$ cat src/rtl/dds3_pkg.sv
package dds3_pkg;

  localparam int NUM_LANES = 3;
  localparam int WORD_W    = 16;
  localparam int PHASE_W   = 12;
  localparam int FHALF_W   = 14;
  localparam int FREQ_W    = 2 * FHALF_W;
  localparam int OP_W      = 3;
  localparam int IDX_W     = 4;
  localparam int BIT_W     = $clog2(WORD_W);

  localparam logic [OP_W-1:0] OP_WORD   = 3'd0;
  localparam logic [OP_W-1:0] OP_RESET  = 3'd1;
  localparam logic [OP_W-1:0] OP_PH_IND = 3'd2;
  localparam logic [OP_W-1:0] OP_PH_COM = 3'd3;
  localparam logic [OP_W-1:0] OP_RETUNE = 3'd4;
  localparam logic [OP_W-1:0] OP_INIT   = 3'd5;

  localparam logic [WORD_W-1:0] W_HOLD_RESET = 16'h2100;
  localparam logic [WORD_W-1:0] W_RUN        = 16'h2000;
  localparam logic [WORD_W-1:0] W_PHASE_TAG  = 16'hC000;
  localparam logic [1:0]        FREQ_TAG     = 2'b01;

  typedef enum logic [2:0] {
    K_CONST, K_CMD, K_PH_IND, K_PH_COM, K_FLO, K_FHI
  } kind_e;

  typedef enum logic [1:0] {G_NONE, G_SHORT, G_LONG} gap_e;

  typedef struct packed {
    kind_e              kind;
    logic [WORD_W-1:0]  konst;
    gap_e               gap;
    logic               last;
  } step_t;

  function automatic logic op_known(input logic [OP_W-1:0] op);
    return op <= OP_INIT;
  endfunction

  // One word of a phase/low/high retune group; the high half closes the group.
  function automatic step_t retune_step(input logic [IDX_W-1:0] j, input logic closes);
    step_t s;
    s.konst = '0;
    s.gap   = G_SHORT;
    s.last  = 1'b0;
    case (j)
      4'd0:    s.kind = K_PH_IND;
      4'd1:    s.kind = K_FLO;
      default: begin
        s.kind = K_FHI;
        s.last = closes;
        s.gap  = closes ? G_NONE : G_SHORT;
      end
    endcase
    return s;
  endfunction

  function automatic step_t prog_step(input logic [OP_W-1:0] op, input logic [IDX_W-1:0] idx);
    step_t s;
    s = '{kind: K_CONST, konst: W_HOLD_RESET, gap: G_NONE, last: 1'b1};
    case (op)
      OP_WORD:   s.kind = K_CMD;
      OP_RESET:  s.konst = W_HOLD_RESET;
      OP_PH_IND: s.kind = K_PH_IND;
      OP_PH_COM: s.kind = K_PH_COM;
      OP_RETUNE: s = retune_step(idx, 1'b1);
      OP_INIT: begin
        case (idx)
          4'd0:               s = '{kind: K_CONST, konst: W_HOLD_RESET, gap: G_LONG, last: 1'b0};
          4'd1, 4'd2, 4'd3:   s = retune_step(idx - 4'd1, 1'b0);
          4'd4:               s = '{kind: K_CONST, konst: W_PHASE_TAG, gap: G_SHORT, last: 1'b0};
          4'd5:               s = '{kind: K_CONST, konst: W_RUN, gap: G_LONG, last: 1'b0};
          default:            s = retune_step(idx - 4'd6, 1'b1);
        endcase
      end
      default: s = '{kind: K_CONST, konst: '0, gap: G_NONE, last: 1'b1};
    endcase
    return s;
  endfunction

endpackage

$ cat src/rtl/dds3_word_builder.sv
module dds3_word_builder
  import dds3_pkg::*;
(
  input  step_t                                 step_i,
  input  logic [WORD_W-1:0]                     cmd_word_i,
  input  logic [NUM_LANES-1:0][PHASE_W-1:0]     phases_i,
  input  logic [FREQ_W-1:0]                     freq_i,
  output logic [NUM_LANES-1:0][WORD_W-1:0]      words_o
);

  logic [WORD_W-1:0] freq_lo_w, freq_hi_w, shared_phase_w;

  assign freq_lo_w      = {FREQ_TAG, freq_i[FHALF_W-1:0]};
  assign freq_hi_w      = {FREQ_TAG, freq_i[FREQ_W-1:FHALF_W]};
  assign shared_phase_w = W_PHASE_TAG | {{(WORD_W-PHASE_W){1'b0}}, cmd_word_i[PHASE_W-1:0]};

  for (genvar ln = 0; ln < NUM_LANES; ln++) begin : g_lane
    always_comb begin
      case (step_i.kind)
        K_CONST:  words_o[ln] = step_i.konst;
        K_CMD:    words_o[ln] = cmd_word_i;
        K_PH_IND: words_o[ln] = W_PHASE_TAG | {{(WORD_W-PHASE_W){1'b0}}, phases_i[ln]};
        K_PH_COM: words_o[ln] = shared_phase_w;
        K_FLO:    words_o[ln] = freq_lo_w;
        default:  words_o[ln] = freq_hi_w;
      endcase
    end
  end

endmodule

$ cat src/rtl/dds3_shifter.sv
module dds3_shifter
  import dds3_pkg::*;
#(
  parameter int HALF_CYCLES = 4
)(
  input  logic                               clk,
  input  logic                               rst_n,
  input  logic                               start_i,
  input  logic [NUM_LANES-1:0][WORD_W-1:0]   words_i,
  output logic                               idle_o,
  output logic                               done_o,
  output logic                               frame_n_o,
  output logic                               sclk_o,
  output logic [NUM_LANES-1:0]               sdata_o
);

  localparam int HT_W = (HALF_CYCLES > 1) ? $clog2(HALF_CYCLES) : 1;
  localparam logic [HT_W-1:0] HT_LOAD = HT_W'(HALF_CYCLES - 1);

  typedef enum logic [1:0] {SH_IDLE, SH_SETUP, SH_LOW, SH_TAIL} sh_state_e;

  sh_state_e                            st;
  logic [HT_W-1:0]                      tmr;
  logic [BIT_W-1:0]                     bitn;
  logic [NUM_LANES-1:0][WORD_W-1:0]     sh;

  assign idle_o = (st == SH_IDLE);

  always_ff @(posedge clk or negedge rst_n) begin
    if (!rst_n) begin
      st        <= SH_IDLE;
      tmr       <= '0;
      bitn      <= '0;
      sh        <= '0;
      done_o    <= 1'b0;
      frame_n_o <= 1'b1;
      sclk_o    <= 1'b1;
      sdata_o   <= '0;
    end else begin
      done_o <= 1'b0;
      case (st)
        SH_IDLE: begin
          if (start_i) begin
            st        <= SH_SETUP;
            tmr       <= HT_LOAD;
            bitn      <= '0;
            frame_n_o <= 1'b0;
            sclk_o    <= 1'b1;
            for (int l = 0; l < NUM_LANES; l++) begin
              sdata_o[l] <= words_i[l][WORD_W-1];
              sh[l]      <= {words_i[l][WORD_W-2:0], 1'b0};
            end
          end
        end
        SH_SETUP: begin
          if (tmr != '0) tmr <= tmr - 1'b1;
          else begin
            st     <= SH_LOW;
            tmr    <= HT_LOAD;
            sclk_o <= 1'b0;
          end
        end
        SH_LOW: begin
          if (tmr != '0) tmr <= tmr - 1'b1;
          else begin
            tmr    <= HT_LOAD;
            sclk_o <= 1'b1;
            if (bitn == BIT_W'(WORD_W - 1)) begin
              st      <= SH_TAIL;
              sdata_o <= '0;
            end else begin
              st   <= SH_SETUP;
              bitn <= bitn + 1'b1;
              for (int l = 0; l < NUM_LANES; l++) begin
                sdata_o[l] <= sh[l][WORD_W-1];
                sh[l]      <= {sh[l][WORD_W-2:0], 1'b0};
              end
            end
          end
        end
        default: begin
          if (tmr != '0) tmr <= tmr - 1'b1;
          else begin
            st        <= SH_IDLE;
            frame_n_o <= 1'b1;
            done_o    <= 1'b1;
          end
        end
      endcase
    end
  end

  // lanes are quiet outside a frame
  assert_lanes_quiet_R5: assert property (@(posedge clk) disable iff (!rst_n)
    frame_n_o |-> (sdata_o == '0));

  // shift clock idles high between frames
  assert_clock_idle_high_R3: assert property (@(posedge clk) disable iff (!rst_n)
    frame_n_o |-> sclk_o);

  // data holds through the low phase of the clock
  assert_data_stable_low_R4: assert property (@(posedge clk) disable iff (!rst_n)
    (!sclk_o && $past(!sclk_o)) |-> $stable(sdata_o));

  // a new word is requested only once the previous frame is closed
  assert_start_when_idle_R3: assert property (@(posedge clk) disable iff (!rst_n)
    start_i |-> (idle_o && frame_n_o));

endmodule

$ cat src/rtl/dds3_sequencer.sv
module dds3_sequencer
  import dds3_pkg::*;
#(
  parameter int GAP_SHORT = 800,
  parameter int GAP_LONG  = 2000
)(
  input  logic                               clk,
  input  logic                               rst_n,
  input  logic                               cmd_valid,
  output logic                               cmd_ready,
  input  logic [OP_W-1:0]                    cmd_op,
  input  logic [WORD_W-1:0]                  cmd_word,
  input  logic [NUM_LANES-1:0][PHASE_W-1:0]  phases,
  input  logic [FREQ_W-1:0]                  freq_word,
  output logic                               busy,
  output logic                               cmd_done,
  output logic                               shf_start,
  input  logic                               shf_done,
  input  logic                               shf_idle,
  output step_t                              step_o,
  output logic [WORD_W-1:0]                  word_q_o,
  output logic [NUM_LANES-1:0][PHASE_W-1:0]  phases_q_o,
  output logic [FREQ_W-1:0]                  freq_q_o
);

  localparam int GAP_MAX = (GAP_LONG > GAP_SHORT) ? GAP_LONG : GAP_SHORT;
  localparam int GAP_W   = $clog2(GAP_MAX + 1);
  localparam logic [GAP_W-1:0] GAP_S_LOAD = GAP_W'(GAP_SHORT - 1);
  localparam logic [GAP_W-1:0] GAP_L_LOAD = GAP_W'(GAP_LONG - 1);

  typedef enum logic [2:0] {SQ_IDLE, SQ_ISSUE, SQ_SHIFT, SQ_GAP, SQ_FIN} sq_state_e;

  sq_state_e         state;
  logic [OP_W-1:0]   op_q;
  logic [IDX_W-1:0]  idx;
  logic [GAP_W-1:0]  gap_tmr;
  step_t             cur;

  assign cur       = prog_step(op_q, idx);
  assign step_o    = cur;
  assign cmd_ready = (state == SQ_IDLE);
  assign busy      = (state != SQ_IDLE);
  assign cmd_done  = (state == SQ_FIN);
  assign shf_start = (state == SQ_ISSUE);

  always_ff @(posedge clk or negedge rst_n) begin
    if (!rst_n) begin
      state      <= SQ_IDLE;
      op_q       <= '0;
      idx        <= '0;
      gap_tmr    <= '0;
      word_q_o   <= '0;
      phases_q_o <= '0;
      freq_q_o   <= '0;
    end else begin
      case (state)
        SQ_IDLE: begin
          if (cmd_valid) begin
            op_q       <= cmd_op;
            word_q_o   <= cmd_word;
            phases_q_o <= phases;
            freq_q_o   <= freq_word;
            idx        <= '0;
            state      <= op_known(cmd_op) ? SQ_ISSUE : SQ_FIN;
          end
        end
        SQ_ISSUE: state <= SQ_SHIFT;
        SQ_SHIFT: begin
          if (shf_done) begin
            if (cur.last) state <= SQ_FIN;
            else begin
              gap_tmr <= (cur.gap == G_LONG) ? GAP_L_LOAD : GAP_S_LOAD;
              state   <= SQ_GAP;
            end
          end
        end
        SQ_GAP: begin
          if (gap_tmr == '0) begin
            idx   <= idx + 1'b1;
            state <= SQ_ISSUE;
          end else begin
            gap_tmr <= gap_tmr - 1'b1;
          end
        end
        default: state <= SQ_IDLE;
      endcase
    end
  end

  // completion is a single-cycle pulse
  assert_done_one_cycle_R2: assert property (@(posedge clk) disable iff (!rst_n)
    cmd_done |=> !cmd_done);

  // completion is reported inside the busy window
  assert_done_within_busy_R2: assert property (@(posedge clk) disable iff (!rst_n)
    cmd_done |-> busy);

  // a transfer closes the command port on the next cycle
  assert_accept_closes_port_R1: assert property (@(posedge clk) disable iff (!rst_n)
    (cmd_valid && cmd_ready) |=> (busy && !cmd_ready));

  // undefined opcodes never reach the serializer
  assert_no_start_undefined_R11: assert property (@(posedge clk) disable iff (!rst_n)
    shf_start |-> op_known(op_q));

  // the serializer only finishes a word the sequencer is waiting on
  assert_word_end_awaited_R9: assert property (@(posedge clk) disable iff (!rst_n)
    shf_done |-> (state == SQ_SHIFT && !shf_start));

  // the serializer is idle whenever the sequencer leaves a gap
  assert_gap_line_idle_R9: assert property (@(posedge clk) disable iff (!rst_n)
    (state == SQ_GAP) |-> shf_idle);

endmodule

$ cat src/rtl/dds3_word_loader.sv
module dds3_word_loader
  import dds3_pkg::*;
#(
  parameter int HALF_CYCLES = 4,
  parameter int GAP_SHORT   = 800,
  parameter int GAP_LONG    = 2000
)(
  input  logic                   clk,
  input  logic                   rst_n,
  input  logic                   cmd_valid,
  output logic                   cmd_ready,
  input  logic [OP_W-1:0]        cmd_op,
  input  logic [WORD_W-1:0]      cmd_word,
  input  logic [PHASE_W-1:0]     phase_ch0,
  input  logic [PHASE_W-1:0]     phase_ch1,
  input  logic [PHASE_W-1:0]     phase_ch2,
  input  logic [FREQ_W-1:0]      freq_word,
  output logic                   busy,
  output logic                   cmd_done,
  output logic                   dds_frame_n,
  output logic                   dds_sclk,
  output logic [NUM_LANES-1:0]   dds_sdata
);

  logic [NUM_LANES-1:0][PHASE_W-1:0] phases_in, phases_q;
  logic [NUM_LANES-1:0][WORD_W-1:0]  lane_words;
  logic [WORD_W-1:0]                 word_q;
  logic [FREQ_W-1:0]                 freq_q;
  step_t                             step;
  logic                              shf_start, shf_done, shf_idle;

  assign phases_in = {phase_ch2, phase_ch1, phase_ch0};

  dds3_sequencer #(
    .GAP_SHORT (GAP_SHORT),
    .GAP_LONG  (GAP_LONG)
  ) seq_i (
    .clk        (clk),
    .rst_n      (rst_n),
    .cmd_valid  (cmd_valid),
    .cmd_ready  (cmd_ready),
    .cmd_op     (cmd_op),
    .cmd_word   (cmd_word),
    .phases     (phases_in),
    .freq_word  (freq_word),
    .busy       (busy),
    .cmd_done   (cmd_done),
    .shf_start  (shf_start),
    .shf_done   (shf_done),
    .shf_idle   (shf_idle),
    .step_o     (step),
    .word_q_o   (word_q),
    .phases_q_o (phases_q),
    .freq_q_o   (freq_q)
  );

  dds3_word_builder build_i (
    .step_i     (step),
    .cmd_word_i (word_q),
    .phases_i   (phases_q),
    .freq_i     (freq_q),
    .words_o    (lane_words)
  );

  dds3_shifter #(
    .HALF_CYCLES (HALF_CYCLES)
  ) shift_i (
    .clk       (clk),
    .rst_n     (rst_n),
    .start_i   (shf_start),
    .words_i   (lane_words),
    .idle_o    (shf_idle),
    .done_o    (shf_done),
    .frame_n_o (dds_frame_n),
    .sclk_o    (dds_sclk),
    .sdata_o   (dds_sdata)
  );

  // the serial lines only frame a word while a command is in flight
  assert_frame_inside_busy_R2: assert property (@(posedge clk) disable iff (!rst_n)
    !dds_frame_n |-> busy);

endmodule

$ cat config.mk
export PLATFORM = sky130hd
export DESIGN_NAME = dds3_word_loader
export DESIGN_NICKNAME = d
export VERILOG_FILES = /design/src/rtl/dds3_pkg.sv /design/src/rtl/dds3_word_builder.sv /design/src/rtl/dds3_shifter.sv /design/src/rtl/dds3_sequencer.sv /design/src/rtl/dds3_word_loader.sv
export SDC_FILE = /design/constraint.sdc
export NUM_CORES = 1
export LEC_CHECK = 0
export CAP_MARGIN = 25
export CORE_UTILIZATION = 40
export CTS_CLUSTER_DIAMETER = 80
export DETAILED_ROUTE_END_ITERATION = 10
export SYNTH_ARGS = -nofsm -noshare
export SYNTH_HDL_FRONTEND = slang
export SYNTH_SLANG_ARGS = --single-unit
$ cat constraint.sdc
create_clock -name clk -period 4.07 [get_ports clk]
set_clock_uncertainty 0.15 [all_clocks]
set_input_delay 0.814 -clock clk [delete_from_list [all_inputs] [get_ports clk]]
set_output_delay 0.814 -clock clk [all_outputs]
set_load 0.02 [all_outputs]
# [Word level (Yosys, flattened, before mapping)]
# Cells that the tools add are included.
[op_classes] magnitude_cmp=1 n_reduce_logical=31 n_mux=56 eq_ne=34 n_addsub=6 n_bitwise=1
[ops] cell="16-bit case mux with 5 select lines" n=3
[ops] cell="48-bit two-way mux" n=3
[ops] cell="48-bit case mux with 2 select lines" n=1
[ops] cell="22-bit case mux with 4 select lines" n=1
[ops] cell="11-bit two-way mux" n=4
[ops] cell="16-bit case mux with 2 select lines" n=1
[ops] cell="3-bit case mux with 2 select lines" n=5
[ops] cell="3-bit two-way mux" n=8
[ops] cell="11-bit case mux with 2 select lines" n=1
[ops] cell="2-bit two-way mux" n=10
[ops] cell="4-bit two-way mux" n=5
[ops] cell="3-bit by 2-bit == test with 1-bit output, second input constant" n=6
[ops] cell="4-bit case mux with 2 select lines" n=2
[ops] cell="4-bit AND reduction" n=4
[ops] cell="3-bit case mux with 5 select lines" n=1
[ops] cell="2-bit != test, second input constant" n=7
[ops] cell="3-bit == test, second input constant" n=4
[ops] cell="4-bit by 1-bit == test with 1-bit output, second input constant" n=3
[ops] cell="4-bit logical NOT" n=3
[ops] cell="3-bit case mux with 4 select lines" n=1
[ops] cell="3-bit AND reduction" n=4
[ops] cell="11-bit logical NOT" n=1
[ops] cell="11-bit by 1-bit subtractor with 11-bit output, second input constant" n=1
[ops] cell="3-bit by 1-bit == test with 1-bit output, second input constant" n=3
[ops] cell="other kinds (25)" n=47
[word_totals] regBits=163 wordCells=148 output_inout_bits=8 input_bits=86

# [Longest topological paths before layout]
# Gate-level depths: netlist of run 1.
[depth] depth_word=11 mapped_depth=12 mapped_depth_nobuf=10

# [Cells and area by module]
# A second synthesis of run 1 with hierarchy kept.
[hier_totals] cells_unflattened=926 hier_area_um2=8762.2
[by_module_without_submodules] mod="dds3_sequencer" area_each_um2=4852.2 cells_each=559 n_inst=1 seq_area_each_um2=2527.4
[by_module_without_submodules] mod="dds3_shifter" area_each_um2=2890.3 cells_each=243 n_inst=1 seq_area_each_um2=1478.9
[by_module_without_submodules] mod="dds3_word_builder" area_each_um2=1019.7 cells_each=124 n_inst=1 seq_area_each_um2=0.0

# [Worst setup path before layout of run 1]
# No wires, ideal clock.
[synth_timing] kind="register to register" from="reg seq_i.idx[2]" to="reg shift_i.sh[14] in the netlist's numbering" synth_period_minus_slack_ns=2.964 n_path_buf=2 stages_incl_launch_ff=13 arrival_ns=2.690 required_time_ns=3.796 path_slack_ns=1.106 setup_ns=0.124 path_cell_list="dfrtp_1 > buf_4 > inv_1 > ha_1 > a21boi_1 > nor4b_1 > o221a_1 > or4_4 > nor3_4 > buf_4 > a21oi_1 > and3_1 > a211o_1"
[synth_via] elab_chain_cells=9 elab_cells_between_ends=27 classes_between="add/sub: 2; eq/ne: 11; mux: 9; reduce/logical: 5"
[synth_lines] element="start: declaration" line_no="dds3_sequencer.sv:35" rtl="logic [IDX_W-1:0] idx;"
[synth_lines] element="start signal: assignment" line_no="dds3_sequencer.sv:79" rtl="idx <= idx + 1'b1;"
[synth_lines] element="4-bit by 3-bit subtractor with 4-bit output or 4-bit by 1-bit subtractor with 4-bit output (tied branches)" line_no="dds3_pkg.sv:74, dds3_pkg.sv:71"
[synth_lines] element="4-bit by 1-bit == test with 1-bit output or 4-bit logical NOT (tied branches)" line_no="dds3_pkg.sv:47" rtl="case (j)"
[synth_lines] element="3-bit case mux with 2 select lines" line_no="dds3_pkg.sv:47"
[synth_lines] element="22-bit case mux with 4 select lines" line_no="dds3_pkg.sv:69" rtl="case (idx)"
[synth_lines] element="3-bit case mux with 5 select lines" line_no="dds3_pkg.sv:62" rtl="case (op)"
[synth_lines] element="3-bit == test (tied with other cells)" line_no="dds3_word_builder.sv:19" rtl="case (step_i.kind)"
[synth_lines] element="16-bit case mux with 5 select lines (*)" line_no="dds3_word_builder.sv:19"
[synth_lines] element="48-bit two-way mux (*)" line_no="dds3_shifter.sv:43" rtl="if (start_i) begin"
[synth_lines] element="48-bit case mux with 2 select lines (*)" line_no="dds3_shifter.sv:41" rtl="case (st)"
[synth_lines] element="end signal: indexed assignment" line_no="dds3_shifter.sv:51" rtl="sh[l] <= {words_i[l][WORD_W-2:0], 1'b0};"
[synth_lines] element="end signal: indexed assignment" line_no="dds3_shifter.sv:76" rtl="sh[l] <= {sh[l][WORD_W-2:0], 1'b0};"
[synth_lines] element="end: declaration" line_no="dds3_shifter.sv:25" rtl="logic [NUM_LANES-1:0][WORD_W-1:0] sh;"
# Mark *: on every way between the ends. The rest lies on a longest branch, timed or not. The select of a mux whose other input is x is not followed.
# A chain may end at the register's enable or synchronous reset.

# [Worst setup path in the final report of run 1]
[layout_timing] from="reg seq_i.idx[2]" to="reg shift_i.sh[46] in the netlist's numbering"
# Same word-level chain as after synthesis.

==> results.sh, run 1 <==
export IMPL_slowest_delay_ns=0.59
export IMPL_fin_nets=957
export IMPL_post_cts_buffers=0
export IMPL_grt_max_degree=71
export IMPL_vdd_ir_drop_max_mv=0.272
export IMPL_syn_area_sq_um=8150
export IMPL_reg2reg_from="seq_i.idx[2]$_DFFE_PN0P_"
export IMPL_start_util_pct=41.3
export IMPL_slew_limit_headroom_pct=50.4
export IMPL_post_route_min_period_ns=3.41
export IMPL_hold_slack_ns=0.184
export IMPL_synthFlopType="dfrtp_1"
export IMPL_syn_nets=877
export IMPL_grt_busiest_layer="met2"
export IMPL_grt_overflow_total=0
export IMPL_synth_edff_count=0
export IMPL_setup_viol=0
export IMPL_cp_arrival_ns=3.57
export IMPL_cap_violations=0
export IMPL_gr_usage_met2_pct=30.8
export IMPL_setup_ws_ns=0.657
export IMPL_reg2regPathDepth=11
export IMPL_ys_seq_elements=160
export IMPL_synth_cell_type_count=67
export IMPL_grt_pass1_vias=6260
export IMPL_remaining_drc_errors=0
export IMPL_path_class="flip-flop to flip-flop"
export IMPL_cts_sinks=160
export IMPL_crit_fanout=32
export IMPL_cts_tree="built"
export IMPL_detailed_place_hpwl_microns=14400
export IMPL_p_leak_nw=4.61
export IMPL_vias_per_cell=5.61
export IMPL_crit_chain="inv_1 > ha_1 > a21boi_1 > nor4b_1 > o221a_1 > or4_4 > nor3_4 > buf_4 > a21oi_1 > and3_1 > a211o_1"
export IMPL_crit_start="seq_i.idx[2]$_DFFE_PN0P_"
export IMPL_endpoint_kind="flip-flop"
export IMPL_ios=94
export IMPL_avgRoutedWirePerCell_microns=17.7
export IMPL_cts_buffers_inserted=17
export IMPL_power_density_nw_per_um2=338
export IMPL_cts_root_buf="clkbuf_16"
export IMPL_met1_usage_pct=29.9
export IMPL_path_delay_family="simple AND/OR/NAND/NOR gates"
export IMPL_dieArea_sq_um=20900
export IMPL_rsz0062_at_grt="false"
export IMPL_drt_pass1_iterations=5
export IMPL_routed_wl_microns=20000
export IMPL_gp_congestion=0.916
export IMPL_yosys_warnings=0
export IMPL_post_route_util_pct=50.3
export IMPL_num_rows=51
export IMPL_die_w_microns=145
export IMPL_track_usage_pct=20.6
export IMPL_portBuffers=93
export IMPL_drv_slew=0
export IMPL_fmax_mhz=293
export IMPL_num_vias=6343
export IMPL_finalCritPeriodShare_pct=83.9
export IMPL_fin_tns_setup_ns=0
export IMPL_cts_buffer_depth=2
export IMPL_grt_pass1_wl_microns=33100
export IMPL_critPathBufInv=2
export IMPL_h_tree_depth=4
export IMPL_drive_gt1_share_pct=17.1
export IMPL_timing_rr_end="shift_i.sh[46]$_DFFE_PN0P_"
export IMPL_antenna_cells=0
export IMPL_rrSetupSlack_ns=0.66
export IMPL_dp_slack_ns=0.696
export IMPL_min_path_type="input port to asynchronous set/reset pin"
export IMPL_status="completed"
export IMPL_cp_start_kind="flip-flop"
export IMPL_critPathSlowestCell="or4_4"
export IMPL_area_delta_synth_final_pct=21.7
export IMPL_hold_viol_final=0
export IMPL_antenna_found_initial=0
export IMPL_required_ns=4.23
export IMPL_synth_area_per_cell_sq_um=10.5
export IMPL_syn_inst=773
export IMPL_clk_latency_ns=0.44
export IMPL_tightest_slew_ns=0.741
export IMPL_core_area_sq_um=19700
export IMPL_drt_initial_drc_count=551
export IMPL_clkTransAtPathRegs_ns=0.07
export IMPL_met3_usage_pct=3.85
export IMPL_holdBufCountCts=0
export IMPL_ant_nets=0
export IMPL_die_y_microns=145
export IMPL_ctsResizeCount=0
export IMPL_async_reset_ff_share_pct=100
export IMPL_ys_seq_area_share_pct=49.2
area by class of cell:
cell class / count / area (sq um)
clock buffer: 18 / 439
clock inverter: 14 / 165
fill: 1771 / 9800
inverter: 24 / 90.1
multi-input combinational: 545 / 3840
sequential: 160 / 4010
tap: 265 / 332
timing repair buffer: 105 / 1050
through the flow:
stage,power [mW],cells,cell area [sq um]
floorplan,1.62,773,8150
global placement,1.74,1099,9310
detailed placement,1.74,1099,9310
CTS,3.39,1131,9920
global route,3.46,1131,9920
finish,3.36,1131,9920
power breakdown:
group | total, mW | switching, mW | leakage [nW] | internal [mW]
clock network | 1.64 | 0.703 | 0.297 | 0.942
registers | 1.59 | 0 | 2.17 | 1.59
logic | 0.121 | 0.0464 | 2.15 | 0.0743
registers in the layout (all words and copies together) (netlist names), 2 cells and up:
signal and flops:
shift_i.st 2, seq_i.freq_q_o 28, seq_i.op_q 3, seq_i.state 3, seq_i.idx 4, seq_i.word_q_o 16, shift_i.sdata_o 3, shift_i.sh 45
shift_i.tmr 2, seq_i.phases_q_o 36, seq_i.gap_tmr 11, shift_i.bitn 4
worst register-to-register path, stage by stage, from the launching register on:
cell,delay (ns)
dfrtp_1,0.51
inv_1,0.19
ha_1,0.22
a21boi_1,0.26
nor4b_1,0.09
o221a_1,0.24
or4_4,0.59
nor3_4,0.12
buf_4,0.34
a21oi_1,0.11
and3_1,0.20
a211o_1,0.28
cell usage in the layout, fill, tap and decap left out, types with 6 or more instances in the layout:
cell             instances
ha_1                    18
mux2_2                  81
nor2_1                  65
and2_1                  12
nand2b_1                 7
nor3_1                  15
o21ai_0                 28
inv_1                   23
and3_1                   7
o31ai_1                  6
or3_1                    7
buf_4                   10
a221oi_1                25
inv_6                    7
nand2_1                 80
dfrtp_1                158
a221o_1                 35
clkbuf_16               17
a21oi_1                 54
nand3_1                 13
a31oi_1                  8
clkdlybuf4s50_1         92
cell usage after synthesis (2+ instances only):
master      n  area (sq um)
nand2_1    80           300
xnor2_1     3          26.3
nor2_1     65           244
o32ai_1     2          17.5
ha_1       18           225
o22a_1      3          26.3
nand3_1    13          65.1
o21a_1      3          22.5
a221oi_1   25           219
dfrtp_1   158          3950
nand4_1     2          12.5
o21ai_2     2          17.5
clkbuf_1   22          82.6
a31oi_1     9          56.3
o21ai_1     2          10.0
xor2_1      5          43.8
a21oi_2     4          35.0
dfstp_2     2          52.6
o21ai_0    28           140
a22o_1      5          43.8
nor2b_1     4          25.0
inv_1      23          86.3
or3_1       7          43.8
and3_1      7          43.8
a21oi_1    54           270
and2_1     13          81.3
nand2b_1    7          43.8
o31ai_1     6          45.0
a221o_1    35           350
buf_6       4          45.0
buf_4       4          30.0
a21o_1      4          30.0
mux2_2     81           912
nor3_1     15          75.1
a211o_1     4          35.0
buf_2      13          65.1
o211ai_1    5          37.5
nor4_1      3          18.8
mux2i_1     3          30.0
o22ai_1     2          12.5
or4_1       2          15.0
worst max path at each step:
| stage | end | slack, ns | cells after the start |
|---|---|---|---|
| 2_1_floorplan | shift_i.sh[14]$_DFFE_PN0P_ | 1.11 | 12 |
| 3_3_place_gp | shift_i.sh[14]$_DFFE_PN0P_ | 0.83 | 11 |
| 3_5_place_dp | shift_i.sh[30]$_DFFE_PN0P_ | 0.70 | 11 |
| 4_1_cts | shift_i.sh[46]$_DFFE_PN0P_ | 0.68 | 11 |
| 5_1_grt | shift_i.sh[46]$_DFFE_PN0P_ | 0.41 | 11 |
| 6_report | shift_i.sh[46]$_DFFE_PN0P_ | 0.66 | 11 |
kinds of logic (layout without fill, tap and decap cells):
family,Yosys count,in the layout,share of synthesized area (%)
adders and majority gates,18,18,2.76
DFF,160,160,49.2
xor gates and xnor gates,8,8,0.860
AOI/OAI and AO/OA,205,205,18.3
and+or+nand+nor,230,230,13.5
buffers and inverters,68,161,3.88
muxes,84,84,11.6
metal layers:
metal	routed length (microns)	vias up
li1	-	2998
met1	9670	3138
met2	9150	179
met3	872	28
met4	300	0
met5	0	-
Power figures use the tool's default switching activity.
==> run 2, diff against run 1 <==
Clock period 4.07 ns to 3.3 ns, I/O delays scaled along.
==> results.sh, run 2 (synthesis gave the netlist of run 1 again) <==
export IMPL_antenna_cells=0
export IMPL_gr_usage_met2_pct=31.2
export IMPL_p_leak_nw=4.65
export IMPL_required_ns=3.52
export IMPL_path_delay_family="compound AO/OA/AOI/OAI gates"
export IMPL_rrSetupSlack_ns=0.23
export IMPL_grt_max_degree=65
export IMPL_min_path_type="flip-flop to flip-flop"
export IMPL_vdd_ir_drop_max_mv=0.316
export IMPL_clkTransAtPathRegs_ns=0.08
export IMPL_met3_usage_pct=4.08
export IMPL_slew_limit_headroom_pct=54.4
export IMPL_endpoint_kind="flip-flop"
export IMPL_regMostFlops="shift_i.sh"
export IMPL_core_area_sq_um=19700
export IMPL_crit_chain="inv_1 > ha_1 > or3b_1 > nor2_1 > o221a_1 > or4_4 > a211oi_4 > buf_12 > a221oi_1 > a21oi_1"
export IMPL_crit_end="shift_i.sh[4]$_DFFE_PN0P_"
export IMPL_dpl_cell_area_sq_um=9410
export IMPL_drt_initial_drc_count=514
export IMPL_status="completed"
export IMPL_critPathBufInv=2
export IMPL_crit_fanout=25
export IMPL_routed_wl_microns=20600
export IMPL_cap_violations=0
export IMPL_critPathSlowestCell="or4_4"
export IMPL_die_w_microns=145
export IMPL_rsz0062_at_grt="false"
export IMPL_ant_nets=0
export IMPL_portBuffers=93
export IMPL_die_y_microns=145
export IMPL_cp_start_kind="flip-flop"
export IMPL_drive_gt1_share_pct=17.9
export IMPL_reg_largest_list="shift_i.sh: 45 flops, seq_i.phases_q_o: 36 flops, seq_i.freq_q_o: 28 flops"
export IMPL_gp_congestion=0.833
export IMPL_grt_overflow_total=0
export IMPL_clk_latency_ns=0.44
export IMPL_timing_rr_end="shift_i.sh[4]$_DFFE_PN0P_"
export IMPL_cts_buffer_depth=2
export IMPL_path_class="flip-flop to flip-flop"
export IMPL_cts_root_buf="clkbuf_16"
export IMPL_cp_arrival_ns=3.28
export IMPL_detailed_place_hpwl_microns=14800
export IMPL_fin_nets=962
export IMPL_final_cell_mix="dfrtp_1, clkdlybuf4s50_1, mux2_2"
export IMPL_slowest_delay_ns=0.59
export IMPL_area_delta_synth_final_pct=23.2
export IMPL_post_route_min_period_ns=3.07
export IMPL_crit_start="seq_i.idx[0]$_DFFE_PN0P_"
export IMPL_grt_pass1_wl_microns=33300
export IMPL_ios=94
export IMPL_post_cts_buffers=0
export IMPL_hold_viol_final=0
export IMPL_setup_viol=0
export IMPL_cts_sinks=160
export IMPL_layout_commonest_cell="dfrtp_1"
export IMPL_avgRoutedWirePerCell_microns=18.1
export IMPL_grt_pass1_vias=6262
export IMPL_dieArea_sq_um=20900
export IMPL_num_rows=51
export IMPL_largest_register_ff_count=45
export IMPL_reg2regPathDepth=10
export IMPL_power_density_nw_per_um2=410
export IMPL_design_area_sq_um=10000
export IMPL_fin_tns_setup_ns=0
export IMPL_tightest_slew_ns=0.683
export IMPL_remaining_drc_errors=0
export IMPL_finalCritPeriodShare_pct=92.9
export IMPL_h_tree_depth=4
export IMPL_whs_path_depth=2
export IMPL_track_usage_pct=21.1
export IMPL_start_util_pct=41.3
export IMPL_cts_tree="built"
export IMPL_reg2reg_from="seq_i.idx[0]$_DFFE_PN0P_"
export IMPL_vias_per_cell=5.61
export IMPL_grt_busiest_layer="met2"
export IMPL_met1_usage_pct=31.0
export IMPL_total_power_mw=4.12
export IMPL_drv_slew=0
export IMPL_drt_pass1_iterations=6
export IMPL_worstSetupPathDepth=10
export IMPL_num_vias=6371
export IMPL_cts_buffers_inserted=17
export IMPL_fmax_mhz=326
export IMPL_antenna_found_initial=0
run 2: what timing repair did:
item,CTS,global route
gates resized for setup,0,8
hold endpoints to repair,28,0
hold buffers,1,0
setup endpoints to repair,0,39
run 2: how the worst min path moves through the flow:
stage / endpoint / slack (ns) / start
after floorplan: seq_i.freq_q_o[0]$_DFFE_PN0P_ / 0.21 / rst_n
after global placement: shift_i.sh[29]$_DFFE_PN0P_ / 0.31 / shift_i.sh[29]$_DFFE_PN0P_
after detailed placement: shift_i.sh[29]$_DFFE_PN0P_ / 0.32 / shift_i.sh[29]$_DFFE_PN0P_
after CTS: shift_i.sh[29]$_DFFE_PN0P_ / 0.33 / shift_i.sh[29]$_DFFE_PN0P_
after global routing: shift_i.sh[30]$_DFFE_PN0P_ / 0.37 / shift_i.sh[30]$_DFFE_PN0P_
final: shift_i.sh[29]$_DFFE_PN0P_ / 0.33 / shift_i.sh[29]$_DFFE_PN0P_
run 2: worst min-delay path, cell delays in order (launching register included):
cell and delay, ns:
dfrtp_1 0.34, nand2_1 0.05, nand3_1 0.06
run 2: per-layer routing:
layer,share of wire [%],vias to the layer above
li1,-,3000
met5,0,-
met1,50,3181
met4,1.4,0
met3,3.8,21
met2,45,169
run 2: report_power, final:
| part | internal, mW | switching [mW] |
|---|---|---|
| Combinational | 0.0931 | 0.0567 |
| Sequential | 1.96 | 0 |
| Clock | 1.08 | 0.925 |
| Total | 3.14 | 0.982 |
run 2: final cells by class:
cell class / instances / area (sq um)
Fill cell: 1792 / 9680
Sequential cell: 160 / 4010
Multi-Input combinational cell: 545 / 3860
Timing Repair Buffer: 110 / 1150
Clock buffer: 18 / 429
Tap cell: 265 / 332
Clock inverter: 14 / 165
Inverter: 24 / 90.1
run 2: through the flow:
stage | cells | hold WS [ns] | setup slack [ns] | util [%]
floorplan | 773 | 0.214 | 0.336 | -
global placement | 1103 | 0.309 | 0.137 | 47.7
detailed placement | 1103 | 0.319 | 0.101 | 47.7
CTS | 1136 | 0.334 | 0.0749 | 50.8
global route | 1136 | 0.375 | 0.00356 | 50.9
finish | 1136 | 0.334 | 0.233 | 50.9
